### src/rtl/secondsRtcPkg.sv
package secondsRtcPkg;
  localparam int DataW    = 32;
  localparam int AddrW    = 8;
  localparam int NumMatch = 2;
  localparam int StatW    = NumMatch + 1;
  localparam int OnSwStat = NumMatch;

  // register offsets
  localparam logic [AddrW-1:0] OffsUp        = AddrW'(8'h00);
  localparam logic [AddrW-1:0] OffsDown      = AddrW'(8'h04);
  localparam logic [AddrW-1:0] OffsMatchBase = AddrW'(8'h08);
  localparam logic [AddrW-1:0] OffsCtrl      = AddrW'(8'h10);
  localparam logic [AddrW-1:0] OffsStat      = AddrW'(8'h14);
  localparam logic [AddrW-1:0] OffsKey       = AddrW'(8'h18);

  // control bit layout
  localparam int CtlMatchEnLsb = 0;
  localparam int CtlOnSwLsb    = NumMatch;
  localparam int CtlSoftRst    = 4;
  localparam int CtlStop       = 6;
  localparam int CtlForce      = 7;

  typedef struct packed {
    logic [NumMatch-1:0] matchEn;
    logic [NumMatch-1:0] onSwMatch;
    logic                stop;
    logic                forceOn;
  } rtcCfg_t;

  typedef struct packed {
    logic                wrUp;
    logic                wrDown;
    logic [NumMatch-1:0] wrMatch;
    logic                softReset;
    logic [StatW-1:0]    clrStatus;
    logic [DataW-1:0]    wdata;
  } rtcStrobe_t;
endpackage

### src/rtl/secondsRtcCtrl.sv
module secondsRtcCtrl
  import secondsRtcPkg::*;
(
  input  logic                          clk,
  input  logic                          rstN,
  input  logic                          busSel,
  input  logic                          busWrite,
  input  logic [AddrW-1:0]              busAddr,
  input  logic [DataW-1:0]              busWdata,
  input  logic [DataW-1:0]              upCount,
  input  logic [DataW-1:0]              downCount,
  input  logic [NumMatch-1:0][DataW-1:0] matchVals,
  input  logic [StatW-1:0]              statusBits,
  output rtcStrobe_t                    strobe,
  output rtcCfg_t                       cfg,
  output logic [DataW-1:0]              busRdata
);
  logic wrEn, rdEn;
  logic hitUp, hitDown, hitCtrl, hitStat, hitKey;
  logic [NumMatch-1:0] hitMatch;
  logic [DataW-1:0] keyReg;
  logic [DataW-1:0] ctrlWord;

  assign wrEn    = busSel & busWrite;
  assign rdEn    = busSel & ~busWrite;
  assign hitUp   = (busAddr == OffsUp);
  assign hitDown = (busAddr == OffsDown);
  assign hitCtrl = (busAddr == OffsCtrl);
  assign hitStat = (busAddr == OffsStat);
  assign hitKey  = (busAddr == OffsKey);

  for (genvar i = 0; i < NumMatch; i++) begin : g_matchDecode
    assign hitMatch[i] = (busAddr == OffsMatchBase + AddrW'(4 * i));
  end

  always_ff @(posedge clk) begin
    if (!rstN) begin
      cfg    <= '0;
      keyReg <= '0;
    end else if (wrEn) begin
      if (hitCtrl) begin
        cfg.matchEn   <= busWdata[CtlMatchEnLsb +: NumMatch];
        cfg.onSwMatch <= busWdata[CtlOnSwLsb +: NumMatch];
        cfg.stop      <= busWdata[CtlStop];
        cfg.forceOn   <= busWdata[CtlForce];
      end
      if (hitKey) keyReg <= busWdata;
    end
  end

  always_comb begin
    strobe           = '0;
    strobe.wdata     = busWdata;
    strobe.wrUp      = wrEn & hitUp;
    strobe.wrDown    = wrEn & hitDown;
    strobe.wrMatch   = wrEn ? hitMatch : '0;
    strobe.softReset = wrEn & hitCtrl & busWdata[CtlSoftRst];
    strobe.clrStatus = (wrEn & hitStat) ? busWdata[StatW-1:0] : '0;
  end

  always_comb begin
    ctrlWord                              = '0;
    ctrlWord[CtlMatchEnLsb +: NumMatch]   = cfg.matchEn;
    ctrlWord[CtlOnSwLsb +: NumMatch]      = cfg.onSwMatch;
    ctrlWord[CtlStop]                     = cfg.stop;
    ctrlWord[CtlForce]                    = cfg.forceOn;
  end

  always_comb begin
    busRdata = '0;
    if (rdEn) begin
      if (hitUp)   busRdata = upCount;
      if (hitDown) busRdata = downCount;
      if (hitCtrl) busRdata = ctrlWord;
      if (hitStat) busRdata = DataW'(statusBits);
      if (hitKey)  busRdata = keyReg;
      for (int i = 0; i < NumMatch; i++) begin
        if (hitMatch[i]) busRdata = matchVals[i];
      end
    end
  end
endmodule

### src/rtl/secondsRtcDatapath.sv
module secondsRtcDatapath
  import secondsRtcPkg::*;
(
  input  logic                           clk,
  input  logic                           rstN,
  input  logic                           tick,
  input  rtcStrobe_t                     strobe,
  input  rtcCfg_t                        cfg,
  output logic [DataW-1:0]               upCount,
  output logic [DataW-1:0]               downCount,
  output logic [NumMatch-1:0][DataW-1:0] matchVals,
  output logic [StatW-1:0]               statusBits,
  output logic                           irq,
  output logic                           onSwitch
);
  logic advance;
  logic [NumMatch-1:0] matchHit;
  logic onSwCond;
  logic [StatW-1:0] setVec;

  assign advance = tick & ~cfg.stop;

  always_ff @(posedge clk) begin
    if (!rstN)                upCount <= '0;
    else if (strobe.softReset) upCount <= '0;
    else if (strobe.wrUp)     upCount <= strobe.wdata;
    else if (advance)         upCount <= upCount + DataW'(1);
  end

  always_ff @(posedge clk) begin
    if (!rstN)                 downCount <= '0;
    else if (strobe.softReset) downCount <= '0;
    else if (strobe.wrDown)    downCount <= strobe.wdata;
    else if (advance)          downCount <= downCount - DataW'(1);
  end

  for (genvar i = 0; i < NumMatch; i++) begin : g_alarm
    always_ff @(posedge clk) begin
      if (!rstN)                  matchVals[i] <= '1;
      else if (strobe.wrMatch[i]) matchVals[i] <= strobe.wdata;
    end
    assign matchHit[i] = tick & (upCount == matchVals[i]);
  end

  assign onSwCond = cfg.forceOn | (|(cfg.onSwMatch & statusBits[NumMatch-1:0]));
  assign setVec   = {onSwCond, matchHit};

  always_ff @(posedge clk) begin
    if (!rstN)                 statusBits <= '0;
    else if (strobe.softReset) statusBits <= '0;
    else                       statusBits <= setVec | (statusBits & ~strobe.clrStatus);
  end

  assign irq      = |(cfg.matchEn & statusBits[NumMatch-1:0]);
  assign onSwitch = onSwCond;
endmodule

### src/rtl/secondsRtc.sv
module secondsRtc
  import secondsRtcPkg::*;
(
  input  logic             clk,
  input  logic             rstN,
  input  logic             tick,
  input  logic             busSel,
  input  logic             busWrite,
  input  logic [AddrW-1:0] busAddr,
  input  logic [DataW-1:0] busWdata,
  output logic [DataW-1:0] busRdata,
  output logic             irq,
  output logic             onSwitch
);
  rtcStrobe_t strobe;
  rtcCfg_t    cfg;
  logic [DataW-1:0] upCount, downCount;
  logic [NumMatch-1:0][DataW-1:0] matchVals;
  logic [StatW-1:0] statusBits;

  secondsRtcCtrl ctrl (
    .clk(clk), .rstN(rstN), .busSel(busSel), .busWrite(busWrite),
    .busAddr(busAddr), .busWdata(busWdata), .upCount(upCount),
    .downCount(downCount), .matchVals(matchVals), .statusBits(statusBits),
    .strobe(strobe), .cfg(cfg), .busRdata(busRdata)
  );

  secondsRtcDatapath dp (
    .clk(clk), .rstN(rstN), .tick(tick), .strobe(strobe), .cfg(cfg),
    .upCount(upCount), .downCount(downCount), .matchVals(matchVals),
    .statusBits(statusBits), .irq(irq), .onSwitch(onSwitch)
  );
endmodule

### config.mk
export PLATFORM = sky130hd
export DESIGN_NAME = secondsRtc
export DESIGN_NICKNAME = d
export VERILOG_FILES = /design/src/rtl/secondsRtcPkg.sv /design/src/rtl/secondsRtcCtrl.sv /design/src/rtl/secondsRtcDatapath.sv /design/src/rtl/secondsRtc.sv
export SDC_FILE = /design/constraint.sdc
export NUM_CORES = 1
export LEC_CHECK = 0
export ABC_AREA = 1
export BUFFER_PORTS_ARGS = -buffer_cell sky130_fd_sc_hd__buf_2
export CAP_MARGIN = 20
export CORE_MARGIN = 10
export CORE_UTILIZATION = 35
export DETAILED_ROUTE_END_ITERATION = 8
export SETUP_SLACK_MARGIN = 0.02
export SYNTH_ARGS = -nofsm -noshare
export SYNTH_HDL_FRONTEND = slang
export SYNTH_SLANG_ARGS = --single-unit
### constraint.sdc
create_clock -name clk -period 2.7 [get_ports clk]
set_input_delay 0.405 -clock clk [delete_from_list [all_inputs] [get_ports clk]]
set_output_delay 0.405 -clock clk [all_outputs]
set_load 0.005 [all_outputs]
==> run_results.csv, run 1 <==
group,metric,value,unit
run_status,run_status,"finished clean",
floorplan,die_height,197,um
synthesis,postSynthAreaPerCell,6.00,um^2
setup_path,worst-setup-path-type,"in -> out",
placement,dp.final_hpwl,35.6,mm
clocking,cts_buffers,17,
power,share_of_total_power_in_the_clock_network,0.396,
global_route,gr-usage-all-layers,0.236,
cells_and_area,drive_gt1_frac,0.104,
setup_path,worst-endpoint-arrival,2.05,ns
sta,postLayoutSetupSlackWorst,0.248,ns
synthesis,synth_largest_type_area_fraction,0.310,
synthesis,post_synth_instance_area,0.0109,mm^2
power,swShare,0.325,
sta,slew_headroom,0.346,
sta,setup-violations-final,0,
setup_path,critical_path.n_buffers_inverters,4,
clocking,insertion_delay,0.45,ns
setup_path,timing.critical_path.to_type,"primary output",
power,vdd.ir_drop.worst,0.467,mV
floorplan,initial_core_util,0.356,
sta,finalMaxSlewViolations,0,
sta,fmaxAchievable,408,MHz
route,detailedRoute.firstPassIterationCount,6,
global_route,grt_antenna_before_repair,1,
clocking,postCtsSetupBuffers,0,
floorplan,chipWidth,197,um
clocking,clk_path_buf_depth,2,
clocking,post_cts.resized_instances,0,
sta,hold_ws,0.271,ns
global_route,grt_overflow_total,0,
sta,hold_viol_final,0,
synthesis,synthDistinctLibCells,42,
route,final_routed_drc_violation_total,0,
worst_hold_path,min-delay-path-class,"in -> reg",
global_route,grt_first_pass_wirelength,70.5,mm
floorplan,io_pins,79,
route,antenna_violating_nets_post_route,0,
floorplan,placement_row_count,64,
setup_path,timing.critical_path.required,2.30,ns
cells_and_area,layout.cells.most_common_list,"598 x sky130_fd_sc_hd__nand2_1, 191 x sky130_fd_sc_hd__nor2_1, 185 x sky130_fd_sc_hd__inv_1",
setup_path,timing.critical_path.fanout_max,64,
synthesis,syn-num-nets,1866,
setup_path,crit_path_cell_trace,"buf_2 > inv_1 > nand2_1 > nor2_1 > nand2_1 > nor2_4 > buf_12 > a21oi_1 > a21oi_1 > buf_2",
sta,setup_total_negative_slack,0,ns
floorplan,placeableCoreArea,0.0307,mm^2
clocking,h-tree-depth,4,
synthesis,syn-instance-count,1819,
floorplan,die_area,0.0387,mm^2
sta,timing_worst_slew_pin_value,0.981,ns
cells_and_area,final_net_count,1898,
global_route,vias_in_the_first_global_route,11600,
route,dr_total_vias,12300,
sta,timing.clock.skew,0.0154,ns
route,drt-initial-drc-count,1346,
synthesis,synthesis.yosys.warnings,0,
synthesis,synth.area.top_cells,"sky130_fd_sc_hd__dfxtp_1 31%, sky130_fd_sc_hd__nand2_1 21%, sky130_fd_sc_hd__a21oi_1 7.6%",
run,cap_violations,0,
placement,port-buffer-count,78,
power,p_leak,5.44,nW
clocking,clkSinkCount,169,
sta,fin_crit_sh,0.908,
clocking,ctsRootBufferMaster,"sky130_fd_sc_hd__clkbuf_16",
placement,gpl.final_weighted_congestion,1.01,
route,route.detailed.vias_per_inst,5.44,
sta,rsz0062_at_grt,"false",
setup_path,worstSetupStartpointType,"primary input",
cells_and_area,layout.cells.most_common,"sky130_fd_sc_hd__nand2_1",
power,finalPower,6.45,mW
clocking,cts_hold_repair.buffers,0,
setup_path,critPathTopFamily,"buffers and inverters",
power,share_comb_of_total_power,0.191,
clocking,clk_pin_slew_worst_paths,0.06,ns
cells_and_area,syn2layout_area_growth,12.6,%
power,power.share.sequential,0.413,
power,power.density_cell_area,525,mW/mm^2
synthesis,ys_seq_area_frac,0.310,
power,switching_power_total,2.10,mW
route,post_drt_wl_per_cell,20.8,um
global_route,largest_net_degree_at_the_start_of_global_routing,65,
setup_path,max_stage_delay,0.33,ns
placement,pre_cts_ws,0.341,ns
synthesis,library_cell_occupying_the_most_area_in_the_post_synthesis_netlist,"sky130_fd_sc_hd__dfxtp_1",
power,internal-power,4.35,mW
setup_path,cp_slowest_cell,"sky130_fd_sc_hd__a21oi_1",
synthesis,postSynthRegisterBits,169,
clocking,tritoncts,"built",
sta,period_minus_slack,2.45,ns
route,detail_route.wirelength,47.1,mm
==> cell families (layout without fill, tap and decap cells) <==
family / Yosys count / in the layout / share of synthesized area
compound gates: 344 / 344 / 0.176
simple gates: 972 / 972 / 0.371
other cells: 0 / 1 / 0
buf+inv: 296 / 341 / 0.112
xor+xnor: 36 / 36 / 0.0289
fa+ha+maj: 2 / 2 / 0.00229
flops: 169 / 169 / 0.310
==> synth_stat cells (all sizes together) <==
| cell | n |
|---|---|
| nand4 | 8 |
| a31oi | 2 |
| nand3 | 147 |
| nand3b | 3 |
| clkbuf | 51 |
| nor2 | 203 |
| ha | 2 |
| nor3 | 5 |
| a21oi | 172 |
| buf | 46 |
| dfxtp | 169 |
| nor4 | 1 |
| o21bai | 2 |
| o22ai | 4 |
| xnor2 | 17 |
| nand2 | 603 |
| inv | 199 |
| xor2 | 19 |
| o21ai | 112 |
| or2 | 2 |
| o211ai | 52 |
==> per-stage QoR <==
stage                     utilization  area, um^2  cells
after floorplan                     -       10900   1819
after global placement          0.381       11700   2228
after detailed placement        0.381       11700   2228
after CTS                       0.401       12300   2260
after global routing            0.401       12300   2261
final                           0.401       12300   2261
==> final cells by class <==
type | count | area [um^2]
Clock buffer | 19 | 453
Fill cell | 3380 | 18400
Tap cell | 396 | 495
Clock inverter | 13 | 143
Sequential cell | 169 | 3380
Antenna cell | 1 | 2.50
Multi-Input combinational cell | 1354 | 6320
Timing Repair Buffer | 110 | 731
Inverter | 199 | 754
==> routing by layer <==
layer | track usage | part of all wire | vias to the layer above
met4 | 0.108 | 0.041 | 0
met3 | 0.0467 | 0.092 | 119
met1 | 0.301 | 0.41 | 5704
li1 | - | - | 5888
met2 | 0.375 | 0.45 | 588
met5 | 0 | 0 | -
==> flip-flops by register name, summed over array words and instances, names as in the netlist <==
signal and flops:
dp.statusBits 3, ctrl.cfg 6, dp.downCount 32, dp.upCount 32, ctrl.keyReg 32, dp.matchVals 64
==> path summary, 6_finish.rpt <==
check                           slack, ns            start                to  depth (start not counted)
worst max-delay path                 0.25       busAddr[0]      busRdata[31]                         10
worst min-delay path                 0.27             rstN  dp.matchVals[35]                          2
worst max register to register       0.52    dp.upCount[4]    dp.upCount[25]                         11
worst min register to register       0.47  ctrl.keyReg[15]   ctrl.keyReg[15]                          2
==> power by group through the flow <==
stage               logic, mW  clock network, mW  registers (mW)
detailed placement       1.21                  0            2.72
global route             1.36               2.66            2.67
global placement         1.20                  0            2.71
finish                   1.23               2.56            2.66
CTS                      1.21               2.56            2.66
floorplan               0.821                  0            2.69
(Power assumes the default switching activity.)
==> inputs of run 2 (changes only) <==
Settings changed: CORE_UTILIZATION 35 to 50, PLACE_DENSITY set to 0.68, SETUP_SLACK_MARGIN 0.02 to unset.
==> run 2 against run 1 <==
Compared with the run above: critical path depth grew 2; worst setup slack better by 0.066 ns; core utilization rose by 16 points; die area shrank 27%; sequential share of layout area increased by 0.43 points; via count fell by 0.41%; wire length shrank 6.0%; clock-buffer cell count stayed put; critical path type unchanged; largest power group unchanged.
==> run_results.csv, run 2 (synthesized netlist as in run 1, its figures left out) <==
group,metric,value,unit
cells_and_area,final_net_count,1897,
clocking,tritoncts,"built",
floorplan,die_area,0.0281,mm^2
clocking,clkSinkCount,169,
sta,timing_worst_slew_pin_value,1.07,ns
setup_path,worst-endpoint-arrival,1.98,ns
global_route,grt_overflow_total,0,
run_status,run_status,"finished clean",
sta,hold_viol_final,0,
sta,finalMaxSlewViolations,0,
run,cap_violations,0,
clocking,postCtsSetupBuffers,0,
power,finalPower,6.47,mW
sta,hold_ws,0.319,ns
floorplan,placeableCoreArea,0.0216,mm^2
route,detailedRoute.firstPassIterationCount,6,
cells_and_area,finalInstanceArea,0.0121,mm^2
global_route,gr-usage-all-layers,0.302,
sta,timing.clock.skew,0.0106,ns
route,post_drt_wl_per_cell,20.6,um
sta,setup-violations-final,0,
cells_and_area,layout.cells.most_common,"sky130_fd_sc_hd__nand2_1",
worst_hold_path,min-delay-path-class,"in -> reg",
placement,dp.final_hpwl,33.7,mm
sta,slew_headroom,0.284,
setup_path,crit_path_cell_trace,"buf_2 > inv_1 > nand2_1 > nor2_1 > nand2_1 > nor2_4 > buf_12 > nand2_1 > o211ai_1 > nor2_1 > nor2_1 > buf_2",
cells_and_area,area_of_combinational_cells_with_multiple_inputs,0.00632,mm^2
power,vdd.ir_drop.worst,0.439,mV
setup_path,reg2reg_setup_slack,0.36,ns
cells_and_area,seq_cell_area,0.00338,mm^2
clocking,insertion_delay,0.44,ns
cells_and_area,final_antenna_diode_count,0,
clocking,cts_hold_repair.buffers,0,
clocking,cts_buffers,17,
clocking,clk_pin_slew_worst_paths,0.08,ns
power,power.density_cell_area,535,mW/mm^2
setup_path,critPathTopFamily,"simple AND/OR/NAND/NOR gates",
setup_path,crit_cells,12,
route,route.detailed.vias_per_inst,5.72,
global_route,largest_net_degree_at_the_start_of_global_routing,65,
cells_and_area,max_reg_flops,64,
setup_path,cp_slowest_cell,"sky130_fd_sc_hd__buf_12",
power,p_leak,5.43,nW
route,antenna_violating_nets_post_route,0,
cells_and_area,largest-register,"dp.matchVals",
setup_path,critical_path.n_buffers_inverters,4,
floorplan,chipWidth,168,um
global_route,grt_first_pass_wirelength,66.8,mm
floorplan,initial_core_util,0.505,
sta,rsz0062_at_grt,"false",
cells_and_area,syn2layout_area_growth,10.8,%
clocking,ctsRootBufferMaster,"sky130_fd_sc_hd__clkbuf_16",
placement,port-buffer-count,78,
floorplan,io_pins,79,
setup_path,timing.critical_path.fanout_max,64,
route,drt-initial-drc-count,1739,
clocking,clk_path_buf_depth,2,
placement,placed_cell_area,0.0115,mm^2
clocking,h-tree-depth,4,
sta,setup_total_negative_slack,0,ns
worst_hold_path,timing.hold.worst_path_depth,3,
floorplan,die_height,168,um
sta,fmaxAchievable,419,MHz
route,dr_total_vias,12200,
sta,period_minus_slack,2.39,ns
route,detail_route.wirelength,44.2,mm
clocking,post_cts.resized_instances,0,
setup_path,max_stage_delay,0.26,ns
setup_path,timing.critical_path.to_type,"primary output",
placement,gpl.final_weighted_congestion,1.07,
floorplan,placement_row_count,54,
setup_path,timing.critical_path.required,2.30,ns
route,final_routed_drc_violation_total,0,
cells_and_area,layout.cells.most_common_list,"598 x sky130_fd_sc_hd__nand2_1, 191 x sky130_fd_sc_hd__nor2_1, 185 x sky130_fd_sc_hd__inv_1",
setup_path,worst-setup-path-type,"in -> out",
sta,fin_crit_sh,0.884,
setup_path,depth_of_the_most_critical_reg_to_reg_path,10,
global_route,grt_antenna_before_repair,0,
global_route,vias_in_the_first_global_route,11300,
cells_and_area,drive_gt1_frac,0.104,
setup_path,worstSetupStartpointType,"primary input",
cells_and_area,fill_cells,2251,
[run 2: cell types whose count changed in the layout (fill, tap and decap cells not counted)]
cell,delta
sky130_fd_sc_hd__buf_12,-4
sky130_fd_sc_hd__buf_4,+3
sky130_fd_sc_hd__clkinv_4,-1
sky130_fd_sc_hd__diode_2,-1
sky130_fd_sc_hd__inv_8,+3
sky130_fd_sc_hd__clkinv_2,-2
sky130_fd_sc_hd__inv_6,+1
sky130_fd_sc_hd__clkinvlp_4,-1
[run 2: final timing paths]
check             startpoint               end
min             busWdata[24]  dp.matchVals[24]
max reg2reg    dp.upCount[1]    dp.upCount[26]
max               busAddr[1]      busRdata[15]
min reg2reg  ctrl.keyReg[23]   ctrl.keyReg[23]
[run 2: layer usage]
layer | track usage | part of all wire
met2 | 0.467 | 0.45
met3 | 0.0419 | 0.11
met4 | 0.140 | 0.047
met5 | 0 | 0
met1 | 0.406 | 0.40
[run 2: worst reg2reg max path: stages, from the launching register on]
cell                      delay (ns)
sky130_fd_sc_hd__dfxtp_1        0.55
sky130_fd_sc_hd__ha_1           0.24
sky130_fd_sc_hd__nand3_1        0.18
sky130_fd_sc_hd__inv_1          0.23
sky130_fd_sc_hd__nand2_1        0.22
sky130_fd_sc_hd__nor2_1         0.42
sky130_fd_sc_hd__nand2_1        0.10
sky130_fd_sc_hd__nand2_1        0.07
sky130_fd_sc_hd__nand2_1        0.06
sky130_fd_sc_hd__a21oi_1        0.12
sky130_fd_sc_hd__nor2_1         0.05
[run 2: layout make-up]
| type | count | area share |
|---|---|---|
| clock buffers | 19 | 0.0374 |
| inverters | 199 | 0.0624 |
| well taps | 280 | 0.0290 |
| clock inverters | 13 | 0.0131 |
| repair buffers | 109 | 0.0556 |
| multi-input cells | 1354 | 0.523 |
| flip-flops and latches | 169 | 0.280 |
[run 2: power breakdown]
| part | switching, mW | internal [mW] |
|---|---|---|
| clock | 1.17 | 1.45 |
| sequential | 0.0974 | 2.57 |
| combinational | 0.831 | 0.360 |
[run 2: through the flow]
stage	std cells	worst slack, ns	util
finish	2143	0.314	0.560
global route	2143	0.202	0.560
CTS	2143	0.360	0.560
detailed placement	2111	0.362	0.531
global placement	2111	0.383	0.531
floorplan	1819	0.799	-
